--- config.mk ---
export PLATFORM = sky130hd
export DESIGN_NAME = i2c_scl_timer
export DESIGN_NICKNAME = d
export VERILOG_FILES = /design/src/rtl/i2c_scl_pkg.sv /design/src/rtl/scl_len_sel.sv /design/src/rtl/scl_phase_ctr.sv /design/src/rtl/scl_hold_det.sv /design/src/rtl/i2c_scl_timer.sv
export SDC_FILE = /design/constraint.sdc
export NUM_CORES = 1
export LEC_CHECK = 0
export BUFFER_PORTS_ARGS = -buffer_cell sky130_fd_sc_hd__buf_2
export CORE_MARGIN = 4
export CORE_UTILIZATION = 30
export CTS_CLUSTER_SIZE = 20
export DETAILED_ROUTE_END_ITERATION = 16
export HOLD_SLACK_MARGIN = 0.08
export PLACE_DENSITY = 0.48
export SLEW_MARGIN = 20
export SYNTH_ARGS = -nofsm -noshare
export SYNTH_HDL_FRONTEND = slang
export SYNTH_SLANG_ARGS = --single-unit
--- constraint.sdc ---
create_clock -name clk_i -period 2.5 [get_ports clk_i]
set_clock_uncertainty 0.05 [all_clocks]
set_input_delay 0.5 -clock clk_i [delete_from_list [all_inputs] [get_ports clk_i]]
set_output_delay 0.5 -clock clk_i [all_outputs]
set_load 0.01 [all_outputs]
--- src/rtl/i2c_scl_pkg.sv ---
package i2c_scl_pkg;
  typedef enum logic {
    PH_LOW  = 1'b0,
    PH_HIGH = 1'b1
  } scl_phase_e;
endpackage

--- src/rtl/scl_len_sel.sv ---
module scl_len_sel #(
  parameter int DIV_LO_W = 7,
  parameter int DIV_HI_W = 2,
  parameter int FREG_W   = 8,
  parameter int HOLD_W   = 8,
  parameter int CNT_W    = 10
) (
  input  logic                fast_i,
  input  logic [DIV_LO_W-1:0] div_lo_i,
  input  logic [DIV_HI_W-1:0] div_hi_i,
  input  logic [FREG_W-1:0]   low_cnt_i,
  input  logic [FREG_W-1:0]   high_cnt_i,
  input  logic [HOLD_W-1:0]   hold_i,
  output logic [CNT_W-1:0]    low_len_o,
  output logic [CNT_W-1:0]    high_len_o,
  output logic [CNT_W-1:0]    hold_len_o
);
  localparam int NW = DIV_LO_W + DIV_HI_W;

  logic [NW-1:0]     n_raw, n_c;
  logic [FREG_W-1:0] lo_c, hi_c;
  logic [CNT_W-1:0]  std_len, f_lo_len, f_hi_len;

  always_comb begin
    n_raw    = {div_hi_i, div_lo_i};
    // zero counts run as one
    n_c      = (n_raw == '0) ? NW'(1) : n_raw;
    lo_c     = (low_cnt_i == '0) ? FREG_W'(1) : low_cnt_i;
    hi_c     = (high_cnt_i == '0) ? FREG_W'(1) : high_cnt_i;
    std_len  = CNT_W'({n_c, 1'b0});
    f_lo_len = CNT_W'({lo_c, 1'b0});
    f_hi_len = CNT_W'({hi_c, 1'b0});
    if (fast_i) begin
      low_len_o  = f_lo_len;
      high_len_o = f_hi_len;
      hold_len_o = CNT_W'(hold_i);
    end else begin
      low_len_o  = std_len;
      high_len_o = std_len;
      hold_len_o = CNT_W'(n_c);
    end
  end
endmodule

--- src/rtl/scl_phase_ctr.sv ---
module scl_phase_ctr
  import i2c_scl_pkg::*;
#(
  parameter int CNT_W = 10
) (
  input  logic             clk_i,
  input  logic             rst_ni,
  input  logic             en_i,
  input  logic             scl_in_i,
  input  logic [CNT_W-1:0] low_len_i,
  input  logic [CNT_W-1:0] high_len_i,
  output scl_phase_e       ph_o,
  output logic [CNT_W-1:0] cnt_o
);
  scl_phase_e       ph_q;
  logic [CNT_W-1:0] cnt_q;

  always_ff @(posedge clk_i or negedge rst_ni) begin
    if (!rst_ni) begin
      ph_q  <= PH_HIGH;
      cnt_q <= '0;
    end else if (!en_i) begin
      ph_q  <= PH_HIGH;
      cnt_q <= '0;
    end else if (ph_q == PH_LOW) begin
      if (cnt_q >= low_len_i - CNT_W'(1)) begin
        ph_q  <= PH_HIGH;
        cnt_q <= '0;
      end else begin
        cnt_q <= cnt_q + CNT_W'(1);
      end
    end else begin
      if (cnt_q == '0 && !scl_in_i) begin
        cnt_q <= '0;  // line still held low elsewhere
      end else if (cnt_q >= high_len_i - CNT_W'(1)) begin
        ph_q  <= PH_LOW;
        cnt_q <= '0;
      end else begin
        cnt_q <= cnt_q + CNT_W'(1);
      end
    end
  end

  assign ph_o  = ph_q;
  assign cnt_o = cnt_q;

  p_off_clear_r1: assert property (@(posedge clk_i) disable iff (!rst_ni)
    !en_i |=> (ph_q == PH_HIGH && cnt_q == '0));

  // a low phase ends when its count is reached
  p_low_end_r3: assert property (@(posedge clk_i) disable iff (!rst_ni)
    (en_i && ph_q == PH_LOW && cnt_q >= low_len_i - CNT_W'(1))
      |=> (ph_q == PH_HIGH && cnt_q == '0));

  p_high_end_r2: assert property (@(posedge clk_i) disable iff (!rst_ni)
    (en_i && ph_q == PH_HIGH && scl_in_i && cnt_q >= high_len_i - CNT_W'(1))
      |=> (ph_q == PH_LOW && cnt_q == '0));

  p_stretch_hold_r7: assert property (@(posedge clk_i) disable iff (!rst_ni)
    (en_i && ph_q == PH_HIGH && cnt_q == '0 && !scl_in_i)
      |=> (ph_q == PH_HIGH && cnt_q == '0));
endmodule

--- src/rtl/scl_hold_det.sv ---
module scl_hold_det
  import i2c_scl_pkg::*;
#(
  parameter int CNT_W = 10
) (
  input  logic             clk_i,
  input  logic             rst_ni,
  input  logic             en_i,
  input  scl_phase_e       ph_i,
  input  logic [CNT_W-1:0] cnt_i,
  input  logic [CNT_W-1:0] hold_len_i,
  output logic             shift_o,
  output logic             hold_done_o
);
  logic in_low;

  always_comb begin
    in_low      = en_i && (ph_i == PH_LOW);
    shift_o     = in_low && (cnt_i == '0);
    hold_done_o = in_low && (cnt_i == hold_len_i);
  end

  p_shift_single_r5: assert property (@(posedge clk_i) disable iff (!rst_ni)
    shift_o |=> !shift_o);

  p_hold_low_r6: assert property (@(posedge clk_i) disable iff (!rst_ni)
    hold_done_o |-> (ph_i == PH_LOW && en_i));
endmodule

--- src/rtl/i2c_scl_timer.sv ---
module i2c_scl_timer
  import i2c_scl_pkg::*;
#(
  parameter int DIV_LO_W = 7,
  parameter int DIV_HI_W = 2,
  parameter int FREG_W   = 8,
  parameter int HOLD_W   = 8
) (
  input  logic                clk_i,
  input  logic                rst_ni,
  input  logic                en_i,
  input  logic                fast_i,
  input  logic [DIV_LO_W-1:0] div_lo_i,
  input  logic [DIV_HI_W-1:0] div_hi_i,
  input  logic [FREG_W-1:0]   low_cnt_i,
  input  logic [FREG_W-1:0]   high_cnt_i,
  input  logic [HOLD_W-1:0]   hold_i,
  input  logic                scl_in_i,
  output logic                scl_o,
  output logic                shift_o,
  output logic                hold_done_o
);
  localparam int NW    = DIV_LO_W + DIV_HI_W;
  localparam int MW0   = (NW > FREG_W) ? NW : FREG_W;
  localparam int MW    = (MW0 > HOLD_W) ? MW0 : HOLD_W;
  localparam int CNT_W = MW + 1;

  logic [CNT_W-1:0] low_len, high_len, hold_len, cnt;
  scl_phase_e       ph;

  scl_len_sel #(
    .DIV_LO_W(DIV_LO_W), .DIV_HI_W(DIV_HI_W), .FREG_W(FREG_W),
    .HOLD_W(HOLD_W), .CNT_W(CNT_W)
  ) u_len (
    .fast_i(fast_i), .div_lo_i(div_lo_i), .div_hi_i(div_hi_i),
    .low_cnt_i(low_cnt_i), .high_cnt_i(high_cnt_i), .hold_i(hold_i),
    .low_len_o(low_len), .high_len_o(high_len), .hold_len_o(hold_len)
  );

  scl_phase_ctr #(.CNT_W(CNT_W)) u_ph (
    .clk_i(clk_i), .rst_ni(rst_ni), .en_i(en_i), .scl_in_i(scl_in_i),
    .low_len_i(low_len), .high_len_i(high_len), .ph_o(ph), .cnt_o(cnt)
  );

  scl_hold_det #(.CNT_W(CNT_W)) u_hold (
    .clk_i(clk_i), .rst_ni(rst_ni), .en_i(en_i), .ph_i(ph), .cnt_i(cnt),
    .hold_len_i(hold_len), .shift_o(shift_o), .hold_done_o(hold_done_o)
  );

  assign scl_o = !en_i || (ph == PH_HIGH);

  p_fall_shift_r5: assert property (@(posedge clk_i) disable iff (!rst_ni)
    $fell(scl_o) |-> shift_o);

  p_off_quiet_r1: assert property (@(posedge clk_i) disable iff (!rst_ni)
    !en_i |-> (!shift_o && !hold_done_o));
endmodule

* Yosys cells after proc, flatten, opt, wreduce, memory -nomap -nowiden
Index checks and enable logic that the tools add are counted.
** Cells by class
- Muxes and demuxes :: 16
- Bitwise gates (word level) :: 1
- Eq/ne operators :: 1
- Magnitude comparators :: 2
- Add/sub/neg operators :: 3
- Reduce and logical (&&, ||, !) cells :: 11
** Operators with widths (number)
- $mux W10 :: 7
- $ge A10 B10 Y1 :: 2
- $sub A10 B1 Y10 const B :: 2
- $mux W9 :: 2
- $logic_not A8 Y1 :: 2
- $mux W8 :: 2
- $add A10 B1 Y10 const B :: 1
- $eq A10 B9 Y1 :: 1
- $logic_not A10 Y1 :: 1
- $logic_not A9 Y1 :: 1
- $mux W1 :: 5
- $logic_and A1 B1 Y1 :: 4
- $logic_not A1 Y1 :: 2
- $logic_or A1 B1 Y1 :: 1
- $not A1 Y1 :: 1
** Word-level totals
- Register bits after elaboration :: 11
- Output and inout port bits :: 3
- Word-level logic and storage cells :: 36

* Longest topological paths before layout
Gate-level depths: netlist of the first run.
- Depth in word-level cells :: 9
- Gate-level depth with buffers :: 15

* Cells and area by module
Synthesis of the first run repeated with hierarchy kept, for this count alone.
** Unflattened totals
- Cell total of the unflattened synthesis :: 241
- Area total of the unflattened synthesis :: 1806.7 µm²
** Modules (own cells, without submodules)
- scl_phase_ctr :: cells an instance 147, area each 1306.3 µm², seq. area each 276.5 µm², instances 1
- scl_len_sel :: cells an instance 74, area each 352.8 µm², seq. area each 0.0 µm², instances 1
- scl_hold_det :: cells an instance 19, area each 141.4 µm², seq. area each 0.0 µm², instances 1
- i2c_scl_timer :: cells an instance 1, area each 6.3 µm², seq. area each 0.0 µm², instances 1

* Least setup slack after synthesis of the first run
No wires, ideal clock.
- Path kind :: input-to-reg
- From :: in div_lo_i[1]
- To :: reg u_ph.cnt_q[2] (netlist: u_ph.cnt_o[2])
- Library setup time :: 132 ps
- Data arrival time :: 3003 ps
- Stages :: 15
- Setup slack :: -685 ps
- Required time :: 2318 ps
- Cell sequence :: nor4_2 a211oi_4 a31oi_4 inv_1 ha_1 o221ai_1 nor3_2 xor2_1 o21ai_1 ha_1 and3_1 nor3b_1 a311oi_2 a32oi_4 nor2_1
** Between the ends
- Cells in the longest elaborated chain, start to end :: 9
** Ends and longest elaborated chain
- start, declared :: line i2c_scl_timer.sv:13 : input logic [DIV_LO_W-1:0] div_lo_i,
- $logic_not A9 Y1 :: line scl_len_sel.sv:27 : n_c = (n_raw == '0) ? NW'(1) : n_raw;
- $mux W9 * :: line scl_len_sel.sv:27
- $mux W10 :: line scl_len_sel.sv:33 : if (fast_i) begin
- $sub A10 B1 Y10 :: line scl_phase_ctr.sv:35 : end else if (cnt_q >= high_len_i - CNT_W'(1)) begin
- $ge A10 B10 Y1 :: line scl_phase_ctr.sv:35
- $mux W10 :: line scl_phase_ctr.sv:35
- $mux W10 :: line scl_phase_ctr.sv:33 : if (cnt_q == '0 && !scl_in_i) begin
- $mux W10 * :: line scl_phase_ctr.sv:25 : end else if (ph_q == PH_LOW) begin
- $mux W10 * :: line scl_phase_ctr.sv:22 : end else if (!en_i) begin
- end signal, assigned :: line scl_phase_ctr.sv:30 : cnt_q <= cnt_q + CNT_W'(1);
- end signal, assigned :: line scl_phase_ctr.sv:39 : cnt_q <= cnt_q + CNT_W'(1);
- end, declared :: line scl_phase_ctr.sv:16 : logic [CNT_W-1:0] cnt_q;
Every way passes the cells marked *; elsewhere a longest branch is shown, timed or not.

* Worst setup path in the final report of the first run
- From :: in div_lo_i[2]
- To :: reg u_ph.cnt_q[5] (netlist: u_ph.cnt_o[5])
Same word-level chain as after synthesis.

==> results of run 1 <==
==> Yosys cell counts, types with 2 or more instances <==
cell,instances
a211oi_1,3
a21o_1,3
a21oi_1,25
a31oi_1,2
a31oi_4,2
and3_1,4
buf_2,4
buf_4,2
dfrtp_1,10
ha_1,22
inv_1,7
nand2_1,6
nand2b_1,3
nand3_1,4
nand4_1,6
nor2_1,17
nor2b_1,9
nor3_1,9
nor3_2,4
nor3b_1,4
nor4_1,3
nor4_2,3
o21ai_0,4
o21ai_1,3
xnor2_1,7
xor2_1,24
==> per-stage QoR <==
step	setup TNS [ns]	cell area, sq um	hold slack (ns)	total power [uW]	setup WS (ns)
3_5_place_dp	-9.08	2540	0.326	536	-0.826
2_1_floorplan	-5.76	1840	0.154	365	-0.542
4_1_cts	-5.39	2840	0.616	760	-0.512
3_3_place_gp	-8.79	2540	0.327	534	-0.803
5_1_grt	-7.56	2990	0.631	842	-0.711
6_report	-5.54	2990	0.602	789	-0.539
==> cell type report <==
type	instances	area, sq um	area share (%)
Multi-Input combinational cell	185	1650	55.2
Timing Repair Buffer	110	900	30.1
Sequential cell	11	277	9.24
Tap cell	72	90.1	3.01
Clock buffer	4	45.0	1.51
Inverter	8	30.0	1.00
==> kinds of logic (layout without fill, tap and decap cells) <==
family / count (synthesis) / in the layout / synth area share [%]
AND/OR/NAND/NOR: 77 / 77 / 26.6
AO/OA/AOI/OAI: 54 / 54 / 22.5
XOR/XNOR: 31 / 31 / 15.2
adder cells (fa/ha/maj): 22 / 22 / 15.5
buffers and inverters: 15 / 122 / 3.86
flip-flops: 11 / 11 / 15.5
multiplexers: 1 / 1 / 0.773
==> repair_timing <==
item                       CTS  global route
setup endpoints to repair   12            12
cloned                       2             1
setup buffers                7             1
gates resized for setup     27            34
hold endpoints to repair    10             0
pin swaps                   13             6
hold buffers                 1             0
==> flip-flops by register name, summed over array words and instances (netlist names) <==
register / flops
u_ph.cnt_o: 10
u_ph.ph_o: 1
==> critical path, cell delays in order <==
cell	delay [ns]
buf_4	0.12
nor4_4	0.29
a211oi_4	0.14
a31oi_4	0.18
inv_2	0.05
ha_2	0.18
buf_4	0.13
xor2_1	0.16
ha_1	0.29
nand4_1	0.10
o211ai_1	0.20
o2111ai_2	0.17
a32oi_4	0.33
clkbuf_16	0.21
nor2_2	0.03
==> power breakdown <==
group	internal, uW	switching, uW	total [uW]	leakage, uW
logic	228	192	421	0.00123
clock network	111	61.1	173	0.0000228
registers	183	13.2	196	0.000149
total	522	267	789	0.00140
==> layer usage <==
layer,routed length (microns),vias to the layer above,global-route usage [%]
met3,189,2,1.75
met1,2880,890,24.3
met5,0,-,0
met2,2760,35,26.2
met4,14,0,0.863
li1,-,1005,-
==> path summary, 6_finish.rpt <==
check                                   startpoint                      end  depth (start not counted)
min reg2reg                u_ph.cnt_o[0]$_DFF_PN0_  u_ph.cnt_o[0]$_DFF_PN0_                          1
min                                         rst_ni  u_ph.cnt_o[6]$_DFF_PN0_                          2
min in group clk_i         u_ph.cnt_o[0]$_DFF_PN0_  u_ph.cnt_o[0]$_DFF_PN0_                          1
max in group asynchronous                   rst_ni      u_ph.ph_o$_DFF_PN1_                          2
max reg2reg                u_ph.cnt_o[5]$_DFF_PN0_  u_ph.cnt_o[5]$_DFF_PN0_                          7
max                                    div_lo_i[2]  u_ph.cnt_o[5]$_DFF_PN0_                         15
==> out/metrics.csv, run 1 <==
metric,value,unit
clkSlewWorstSetupHoldPaths,0.05,ns
rsz0062_at_grt,true,
reg2reg_setup_slack,0.41,ns
synth_cell_type_count,47,
ctsHtreeMaxLevel,1,
worst_pin_slew,0.430,ns
synth.cell_area,0.00178,sq mm
clock-sinks,11,
grt_pass1_wl,9720,microns
netlist_top_cells_area,"ha_1 (15%), dfrtp_1 (14%), xor2_1 (12%), a21oi_1 (7.0%), nor2_1 (3.6%)",
final-hold-violation-count,0,
n_antenna_cell,0,
drc,0,
drtPass1Iterations,4,
dp.cells,375,
rows,27,
timing.critical_path.arrival,3.11,ns
p_per_area,264,mW/mm^2
instances_no_fill,390,
synth_area_leader_cell,ha_1,
gr-total-overflow,0,
grt_usage,16.3,%
layout.nets,379,
fp.coreArea,0.00564,sq mm
cp-start-kind,primary input,
routabilityCongestion,0.775,
cts_tree,yes,
drv_slew,0,
crit_type,primary input to register,
synth_top_area_share,15.5,%
vias,1932,
cap_violations,0,
dp_hpwl,4690,microns
synthArstFlopShare,100,%
status,"finished, violations left",
clk_path_buf_depth,2,
setup_slack,-0.539,ns
synthToLayoutAreaGrowth,68.0,%
ys_seq_area_share,15.5,%
layout-drive-gt1-share,51.6,%
viasPerCell,4.95,
io_buffers,40,
hold_path.class,primary input to async pin,
period_share,122,%
dieArea,0.00723,sq mm
drt-wirelength-per-cell,15.0,microns
violations,negative setup slack,
synth_edf_count,0,
ys.flop_type,dfrtp_1,
synth_seq_cells,11,
die_y,85.0,microns
drt_first_iter_violations,61,
period_minus_slack,3.04,ns
grt_antenna_before_repair,0,
cts_buffers,3,
grt_pass1_vias,1952,
yosysWarnings,0,
ioPinCount,41,
syn_avg_cell_area,8.44,sq um
cp.required,2.57,ns
grt_start_max_net_pins,12,
p_leak,0.00140,uW
fmaxAchievable,0.329,GHz
wirelength,5850,microns
initial_core_util,31.6,%
final_antenna_net_count,0,
fillers,532,
die_w,85.0,microns
layout_common_cells,"buf_4 (60), buf_2 (33), xor2_1 (24)",
path_max_fanout,5,
clockRootBuffer,clkbuf_8,
syn_nets,271,
vdd_ir_drop_max,0.263,mV
clk_latency,0.23,ns
crit_path_end_kind,register,
relSlewSlack,71.3,%
final_util,53.0,%
synthCells,211,
final_common_cell,buf_4,
finalSetupViolCount,11,
Note: power is estimated with default switching activity, not from simulation.
==> inputs of run 2 (changes only) <==
PLACE_DENSITY = 0.47   (was 0.48)
SYNTH_HIERARCHICAL = 1   (was default)
==> run 2 against run 1 <==
Net effect: the flow still finishes with violations (negative setup slack); count of clock-buffer cells in the layout stayed put; first-iteration DRC count fell by 20%; cell count is 4.6% higher.
==> out/metrics.csv, run 2 <==
metric,value,unit
status,"finished, violations left",
violations,negative setup slack,
seq_power_share,25.1,%
cpMaxStageDelayCell,or3_4,
synthCells,241,
rsz0062_at_grt,true,
synth_area_leader_cell,ha_1,
syn_avg_cell_area,7.50,sq um
drtPass1Iterations,4,
synth_edf_count,0,
crit_type,primary input to register,
setup_slack,-0.655,ns
grt_usage,15.7,%
final-hold-violation-count,0,
initial_core_util,30.7,%
drt_first_iter_violations,49,
die_w,85.6,microns
drv_slew,0,
clk_path_buf_depth,2,
yosys-top-cells-count,"nand2_1 (55), xnor2_1 (27), ha_1 (24), nor2_1 (19), inv_1 (12)",
crit_family,compound AO/OA/AOI/OAI gates,
synthToLayoutAreaGrowth,54.4,%
largest_reg_flops,10,
dr.max_layer_used,met4,
ctsHtreeMaxLevel,1,
hold_path.class,primary input to register,
synth.cell_area,0.00181,sq mm
gr-total-overflow,0,
cap_violations,0,
layout-drive-gt1-share,42.3,%
ys.flop_type,dfrtp_1,
cp_num_buf_inv,5,
vias,1913,
crit_path_cell_trace,"buf_8, nor4_4, a211oi_4, a31oi_2, inv_1, buf_6, nand3_4, or3_4, nor2_4, xnor2_2, ha_1, buf_4, nand4_1, a211oi_2, a211oi_2, a31oi_4, buf_6, nor2_2",
finalSetupViolCount,11,
timing.critical_path.arrival,3.23,ns
period_minus_slack,3.16,ns
cts_tree,yes,
routabilityCongestion,0.784,
p_leak,0.00132,uW
fin_setup_tns,-6.97,ns
place_ws,-0.949,ns
p_per_area,274,mW/mm^2
crit_path_end_kind,register,
clockRootBuffer,clkbuf_8,
fin_area,0.00279,sq mm
p_sw,262,uW
p_sw_share,34.2,%
wl_met1,2680,microns
clock-sinks,11,
final_antenna_net_count,0,
grt_antenna_before_repair,0,
wirelength,5580,microns
synth_cell_type_count,37,
fmaxAchievable,0.317,GHz
grt_start_max_net_pins,16,
viasPerCell,4.69,
wl_met2,2690,microns
cp.required,2.58,ns
synthArstFlopShare,100,%
final_util,47.4,%
wl_met3,129,microns
grt_pass1_vias,1918,
clkSlewWorstSetupHoldPaths,0.05,ns
ioPinCount,41,
synth_seq_cells,11,
period_share,126,%
netlist_top_cells_area,"ha_1 (17%), dfrtp_1 (14%), xnor2_1 (13%), nand2_1 (11%), nor2_1 (3.9%)",
cp-start-kind,primary input,
vdd_ir_drop_max,0.212,mV
clk_latency,0.24,ns
drt-wirelength-per-cell,13.7,microns
yosysWarnings,6,
drc,0,
ys_seq_area_share,15.3,%
synth_top_area_share,16.6,%
layout.nets,396,
max_stage_delay,0.43,ns
dieArea,0.00733,sq mm
cts_buffers,3,
dpl_cell_area,0.00242,sq mm
io_buffers,40,
synthMostInstantiatedCell,nand2_1,
dp_hpwl,4360,microns
internal_power,503,uW
p_clk_share,23.3,%
p_total,765,uW
layout_common_cells,"buf_4 (51), nand2_1 (51), buf_2 (31)",
grt_pass1_wl,9140,microns
fp.coreArea,0.00589,sq mm
n_antenna_cell,0,
rows,28,
die_y,85.6,microns
combPwrFrac,51.6,%
path_max_fanout,5,
==> run 2: cell families after synthesis <==
family                     count (synthesis)  share of synthesized area (%)
and+or+nand+nor                          127                           35.5
xor gates and xnor gates                  34                           16.5
adders and majority gates                 24                           16.6
AOI/OAI and AO/OA                         23                           9.90
buffers and inverters                     21                           6.02
DFF                                       11                           15.3
other                                      1                          0.208
==> run 2: stage by stage <==
stage                     hold WS, ns  std cells
after floorplan                 0.154        243
after global placement          0.330        393
after detailed placement        0.328        393
after CTS                       0.517        407
after global routing            0.501        408
final                           0.490        408
==> run 2: area by class of cell <==
cell class / count / area, sq um
tap: 75 / 93.8
timing repair buffer: 95 / 702
inverter: 12 / 45.0
multi-input combinational: 211 / 1630
fill: 625 / 3100
sequential: 11 / 277
clock buffer: 4 / 45.0
==> run 2: what timing repair did <==
| action | in CTS | in global routing |
|---|---|---|
| hold buffers | 1 | 0 |
| gates resized for setup | 32 | 26 |
| setup buffers | 10 | 1 |
| hold endpoints to repair | 10 | 0 |
| pin swaps | 18 | 23 |
| endpoints found under the setup margin | 12 | 12 |
==> run 2: power by group through the flow <==
stage                     Clock, uW  Combinational, uW  Sequential [uW]
after global routing            193                439              192
after global placement            0                336              194
after CTS                       186                372              192
final                           178                395              192
after detailed placement          0                337              195
after floorplan                   0                191              194
==> run 2: worst paths after layout <==
| kind | from | slack [ns] | cells after the start | end |
|---|---|---|---|---|
| max in group asynchronous | rst_ni | 1.55 | 2 | u_ph/ph_o$_DFF_PN1_ |
| setup / recovery | div_lo_i[5] | -0.66 | 18 | u_ph/cnt_o[3]$_DFF_PN0_ |
| min in group asynchronous | rst_ni | 0.60 | 2 | u_ph/cnt_o[9]$_DFF_PN0_ |
| hold / removal | en_i | 0.49 | 2 | u_ph/ph_o$_DFF_PN1_ |
| setup reg to reg | u_ph/cnt_o[7]$_DFF_PN0_ | 0.46 | 8 | u_ph/cnt_o[3]$_DFF_PN0_ |
| hold reg to reg | u_ph/cnt_o[0]$_DFF_PN0_ | 0.55 | 2 | u_ph/cnt_o[0]$_DFF_PN0_ |
==> run 2: layer usage <==
| layer | vias up | global-route usage [%] |
|---|---|---|
| met4 | 0 | 4.46 |
| li1 | 1011 | - |
| met2 | 33 | 27.5 |
| met1 | 860 | 20.6 |
| met5 | - | 0 |
| met3 | 9 | 1.25 |
